==> config.mk <==
export PLATFORM = sky130hd
export DESIGN_NAME = uart_rx_idle_timeout
export DESIGN_NICKNAME = d
export VERILOG_FILES = /design/src/rtl/rto_pkg.sv /design/src/rtl/rto_counter.sv /design/src/rtl/rto_compare.sv /design/src/rtl/rto_flag.sv /design/src/rtl/uart_rx_idle_timeout.sv
export SDC_FILE = /design/constraint.sdc
export NUM_CORES = 1
export LEC_CHECK = 0
export ABC_AREA = 1
export ABC_CLOCK_PERIOD_IN_PS = 2400
export BUFFER_PORTS_ARGS = -buffer_cell sky130_fd_sc_hd__buf_4
export CORE_AREA = 2 2 92 94
export DETAILED_ROUTE_END_ITERATION = 7
export DIE_AREA = 0 0 94 96
export PLACE_DENSITY = 0.67
export SLEW_MARGIN = 20
export SYNTH_ARGS = -nofsm -noshare
export SYNTH_HDL_FRONTEND = slang
export SYNTH_SLANG_ARGS = --single-unit
==> constraint.sdc <==
create_clock -name clk -period 2.4 [get_ports clk]
set_clock_uncertainty 0.05 [all_clocks]
set_input_delay 0.48 -clock clk [delete_from_list [all_inputs] [get_ports clk]]
set_output_delay 0.48 -clock clk [all_outputs]
set_load 0.01 [all_outputs]
==> src/rtl/rto_pkg.sv <==
// Package: shared widths for the receive timeout detector.
// Assumes the limit is an unsigned count of bit durations.
package rto_pkg;
    parameter int RTO_LIM_W = 24;

    // Counter width: one bit more than the limit, so limit+1 is representable.
    function automatic int rto_cnt_width(input int lim_w);
        return lim_w + 1;
    endfunction
endpackage

==> src/rtl/rto_counter.sv <==
// Module: bit-period counter armed by character completion.
// Zeroes and arms on char_done, disarms on start bit, timeout or disable,
// and adds one per bit tick while armed. The count holds when disarmed.
// Assumes char_done and start_det are single-cycle pulses.
module rto_counter #(
    parameter int CNT_W = 25
) (
    input  logic             clk,
    input  logic             rst_n,
    input  logic             en,
    input  logic             tick,
    input  logic             char_done,
    input  logic             start_det,
    input  logic             timeout_ev,
    output logic             armed,
    output logic [CNT_W-1:0] count
);
    logic             armed_q;
    logic [CNT_W-1:0] cnt_q;

    // Arm/disarm control and bit counting.
    always_ff @(posedge clk) begin
        if (!rst_n) begin
            armed_q <= 1'b0;
            cnt_q   <= '0;
        end else if (!en) begin
            armed_q <= 1'b0;
        end else if (char_done) begin
            armed_q <= 1'b1;
            cnt_q   <= '0;
        end else if (start_det || timeout_ev) begin
            armed_q <= 1'b0;
        end else if (armed_q && tick) begin
            cnt_q   <= cnt_q + 1'b1;
        end
    end

    assign armed = armed_q;
    assign count = cnt_q;


    start_disarms_chk: assert property (@(posedge clk) disable iff (!rst_n)
        (start_det && !char_done) |=> !armed);


    count_frozen_chk: assert property (@(posedge clk) disable iff (!rst_n)
        (!char_done && !(armed && tick)) |=> $stable(count));


    restart_zero_chk: assert property (@(posedge clk) disable iff (!rst_n)
        (en && char_done) |=> (count == '0 && armed));
endmodule

==> src/rtl/rto_compare.sv <==
// Module: holds the timeout limit and decides the timeout event.
// The event fires when armed and enabled and either the count exceeds the
// stored limit or a limit being written is at or below the count.
// Assumes count is at most one above any limit in force.
module rto_compare #(
    parameter int LIM_W = 24,
    parameter int CNT_W = 25
) (
    input  logic             clk,
    input  logic             rst_n,
    input  logic             en,
    input  logic             armed,
    input  logic [CNT_W-1:0] count,
    input  logic             wr,
    input  logic [LIM_W-1:0] wr_val,
    output logic             timeout_ev
);
    localparam int PAD_W = CNT_W - LIM_W;

    logic [LIM_W-1:0] lim_q;
    logic             over_lim;
    logic             early_hit;

    // Limit register, writable at any time.
    always_ff @(posedge clk) begin
        if (!rst_n)  lim_q <= '0;
        else if (wr) lim_q <= wr_val;
    end

    // Overrun test against the stored limit, and the at-or-below test on a write.
    always_comb begin
        over_lim   = count > {{PAD_W{1'b0}}, lim_q};
        early_hit  = wr && ({{PAD_W{1'b0}}, wr_val} <= count);
        timeout_ev = en && armed && (over_lim || early_hit);
    end


    above_write_quiet_chk: assert property (@(posedge clk) disable iff (!rst_n)
        (wr && ({{PAD_W{1'b0}}, wr_val} > count) && !over_lim) |-> !timeout_ev);
endmodule

==> src/rtl/rto_flag.sv <==
// Module: sticky timeout flag.
// Set by a timeout event, cleared by an explicit clear or by disable.
// A set in the same cycle as a clear wins.
module rto_flag (
    input  logic clk,
    input  logic rst_n,
    input  logic en,
    input  logic set_ev,
    input  logic clr,
    output logic flag
);
    logic flag_q;

    // Sticky flag with set-over-clear priority.
    always_ff @(posedge clk) begin
        if (!rst_n)      flag_q <= 1'b0;
        else if (!en)    flag_q <= 1'b0;
        else if (set_ev) flag_q <= 1'b1;
        else if (clr)    flag_q <= 1'b0;
    end

    assign flag = flag_q;


    rise_needs_event_chk: assert property (@(posedge clk) disable iff (!rst_n)
        $rose(flag) |-> $past(set_ev));
endmodule

==> src/rtl/uart_rx_idle_timeout.sv <==
// Module: UART receive line-idle timeout detector (top).
// Counts bit periods after each completed character and raises a sticky
// flag plus an optional interrupt when the line stays idle past the limit.
// Assumes bit_tick, char_done, start_det, lim_wr and flag_clr are pulses
// synchronous to clk.
module uart_rx_idle_timeout #(
    parameter int VAL_W = rto_pkg::RTO_LIM_W
) (
    input  logic             clk,
    input  logic             rst_n,
    input  logic             bit_tick,
    input  logic             char_done,
    input  logic             start_det,
    input  logic             rto_en,
    input  logic             irq_en,
    input  logic [VAL_W-1:0] lim_val,
    input  logic             lim_wr,
    input  logic             flag_clr,
    output logic             rto_flag,
    output logic             rto_irq
);
    localparam int CNT_W = rto_pkg::rto_cnt_width(VAL_W);

    logic             armed_w;
    logic [CNT_W-1:0] count_w;
    logic             ev_w;

    rto_counter #(.CNT_W(CNT_W)) u_cnt (
        .clk        (clk),
        .rst_n      (rst_n),
        .en         (rto_en),
        .tick       (bit_tick),
        .char_done  (char_done),
        .start_det  (start_det),
        .timeout_ev (ev_w),
        .armed      (armed_w),
        .count      (count_w)
    );

    rto_compare #(.LIM_W(VAL_W), .CNT_W(CNT_W)) u_cmp (
        .clk        (clk),
        .rst_n      (rst_n),
        .en         (rto_en),
        .armed      (armed_w),
        .count      (count_w),
        .wr         (lim_wr),
        .wr_val     (lim_val),
        .timeout_ev (ev_w)
    );

    rto_flag u_flag (
        .clk    (clk),
        .rst_n  (rst_n),
        .en     (rto_en),
        .set_ev (ev_w),
        .clr    (flag_clr),
        .flag   (rto_flag)
    );

    // Interrupt gating.
    always_comb rto_irq = rto_flag && irq_en;


    disable_clears_chk: assert property (@(posedge clk) disable iff (!rst_n)
        !rto_en |=> (!rto_flag && !armed_w));


    flag_sticky_chk: assert property (@(posedge clk) disable iff (!rst_n)
        (rto_flag && rto_en && !flag_clr) |=> rto_flag);


    low_write_sets_chk: assert property (@(posedge clk) disable iff (!rst_n)
        (lim_wr && rto_en && armed_w && ({1'b0, lim_val} <= count_w)) |=> rto_flag);


    idle_no_flag_chk: assert property (@(posedge clk) disable iff (!rst_n)
        (!armed_w && !char_done && !rto_flag) |=> !rto_flag);
endmodule

==> impl_metrics.env <==
export IMPL_required_ns=2.56
export IMPL_diodes=0
export IMPL_gr_total_overflow=0
export IMPL_slowest_stage="dfxtp_4"
export IMPL_vias=3926
export IMPL_holdBufCountCts=0
export IMPL_core_area_sq_um=8050
export IMPL_row_count=33
export IMPL_final_cell_mix="nand2_1, a21oi_1, inv_1"
export IMPL_tightestPinTransition_ns=0.635
export IMPL_yosys_warnings=0
export IMPL_fin_crit_ns=2.40
export IMPL_chipHeight_microns=96
export IMPL_layoutNonFillerInstCount=741
export IMPL_finalHoldViolCount=0
export IMPL_total_power_w=0.00217
export IMPL_critPathKind="reg -> reg"
export IMPL_antenna_found_initial=0
export IMPL_r2r_slack_ns=0.005
export IMPL_vdd_drop_max_uv=265
export IMPL_ys_ff_latch=51
export IMPL_hp_class="in -> reg"
export IMPL_endpoint_kind="flop"
export IMPL_ios=35
export IMPL_clk_transition_reported_paths_ns=0.10
export IMPL_nets=717
export IMPL_swShare=0.332
export IMPL_first_iter_violations=144
export IMPL_crit_family="simple AND/OR/NAND/NOR gates"
export IMPL_dp_cells=723
export IMPL_synth_xor_area_frac=0
export IMPL_p_int_w=0.00145
export IMPL_grt_pass1_vias=3583
export IMPL_final_common_cell="nand2_1"
export IMPL_critPathLaunchType="flop"
export IMPL_dp_slack_ns=-0.135
export IMPL_via_per_inst=5.30
export IMPL_cts_buffers=5
export IMPL_grt_max_degree=51
export IMPL_synth_top_family_by_area="simple AND/OR/NAND/NOR gates"
export IMPL_arrival_ns=2.55
export IMPL_p_comb_frac=0.299
export IMPL_final_area_sq_um=4840
export IMPL_rsz0062_at_grt="true"
export IMPL_avgRoutedWirePerCell_microns=13.8
export IMPL_start_util=0.481
export IMPL_path_buf_inv=2
export IMPL_n_fill_cell=778
export IMPL_cpPeakStageDelay_ns=0.41
export IMPL_synthCells=580
export IMPL_power_density_nw_per_um2=449
export IMPL_grt_pass1_wl_microns=16400
export IMPL_synth_distinct_cells=35
export IMPL_fin_ws_ns=0.00492
export IMPL_drt_pass1_iterations=5
export IMPL_tritoncts="yes"
export IMPL_synth_compound_area_share=0.159
export IMPL_p_switching_w=0.000721
export IMPL_crit_path_frequent_cell="nand2_1"
export IMPL_cts_sinks=51
export IMPL_place_congestion=0.926
export IMPL_relSlewSlack=0.573
export IMPL_p_leak_nw=2.23
export IMPL_syn_to_final_growth_pct=24.9
export IMPL_placed_area_sq_um=4360
export IMPL_timing_hold_ws_ns=0.324
export IMPL_slew_violations=0
export IMPL_drc_errors=0
export IMPL_setup_viol=0
export IMPL_cts_path_max_buffers=2
export IMPL_netlist_area_sq_um=3870
export IMPL_synthMuxAreaShare=0
export IMPL_cap_violations=0
export IMPL_power_frac_clock=0.267
export IMPL_ff_latch_area_sq_um=1060
export IMPL_max_freq_mhz=418
export IMPL_grt_usage=0.225
export IMPL_die_width_microns=94
export IMPL_wl_microns=10200
export IMPL_drive_gt1_frac=0.258
export IMPL_crit_chain="inv_4 -> ha_4 -> nand2_4 -> nor2_4 -> nand2_2 -> nor3_4 -> nand2_1 -> nand3_1 -> nand2_1 -> nand2_1 -> nand2_2 -> nand2_2 -> nand3_4 -> nand2_4 -> clkbuf_16 -> nand3_1 -> nand2_1 -> nor2_1"
export IMPL_clkLatencyLatePin_ns=0.31
export IMPL_finalCritPeriodShare=0.998
export IMPL_seq_area_frac_synth=0.264
export IMPL_cp_max_fo=5
export IMPL_synth_simple_area_share=0.313
export IMPL_syn_nets=662
export IMPL_seqPwrFrac=0.434
export IMPL_multi_input_area_sq_um=2660
export IMPL_die_area_sq_um=9020
export IMPL_dp_hpwl_microns=7340
export IMPL_ctsRootBufferMaster="clkbuf_8"
export IMPL_status="completed"
export IMPL_drtAntennaViolNets=0
export IMPL_synth_fa_ha_area_frac=0.158
export IMPL_cts_htree_levels=2
export IMPL_portBuffers=34
export IMPL_postSynthAreaPerCell_sq_um=6.68
[path summary, 6_finish.rpt]
check	cells after the start	to	startpoint
setup / recovery	18	u_cnt.count[13]	u_cnt.count[14]
hold / removal	2	u_cmp.lim_q[0]	lim_wr
setup reg to reg	18	u_cnt.count[13]	u_cnt.count[14]
hold reg to reg	2	u_cmp.lim_q[23]	u_cmp.lim_q[23]
[power by group through the flow]
stage,Clock [W],Sequential (W),Combinational (W)
floorplan,0,0.000956,0.000378
detailed placement,0,0.000958,0.000563
global placement,0,0.000956,0.000544
finish,0.000580,0.000942,0.000649
CTS,0.000590,0.000939,0.000566
global route,0.000623,0.000950,0.000740
[final cells by class]
type | count | share of cell area
multi-input cells | 430 | 0.550
flip-flops and latches | 51 | 0.219
inverters | 79 | 0.0618
clock buffers | 8 | 0.0207
well taps | 105 | 0.0272
repair buffers | 68 | 0.121
[repair_timing]
action / CTS / global route
cloned: 0 / 4
pin swaps: 1 / 14
buffers inserted: 0 / 6
setup endpoints to repair: 19 / 25
gates resized for setup: 4 / 72
[layer usage]
metal  GRT usage  up-vias  share of wire
li1            -     2039              -
met1       0.288     1782           0.46
met2       0.401       87           0.48
met3      0.0290       18          0.034
met4      0.0592        0          0.021
met5           0        -              0
[logic make-up after synthesis]
kind of cell / count (synthesis)
AO/OA/AOI/OAI: 118
adder cells (fa/ha/maj): 49
buffers and inverters: 100
flip-flops: 51
AND/OR/NAND/NOR: 262
[per-stage QoR]
stage	setup TNS [ns]	utilization
after floorplan	0	-
after global placement	-1.38	0.541
after detailed placement	-2.52	0.541
after CTS	0	0.555
after global routing	-2.08	0.601
final	0	0.601
[registers in the layout, summed over array words and instances (netlist names)]
name         flops
u_cnt.count     25
u_flag.flag      1
u_cmp.lim_q     24
u_cnt.armed      1
[synth_stat cells (all sizes together)]
master,n,share of area
nand2,128,0.13
inv,77,0.075
a21oi,69,0.089
nor2,56,0.061
dfxtp,51,0.26
ha,49,0.16
nand3,47,0.063
o21ai,39,0.050
nor3,12,0.025
clkbuf,11,0.011
buf,10,0.018
nand4,8,0.013
nor3b,3,0.0058
nor4,3,0.0048
or2,3,0.0048
a21o,2,0.0039
clkinv,2,0.0019
nand3b,2,0.0039
o211ai,2,0.0039
o21a,2,0.0039
a211oi,1,0.0019
a22oi,1,0.0019
a31oi,1,0.0016
o221ai,1,0.0023
Note: power is estimated with default switching activity, not from simulation.
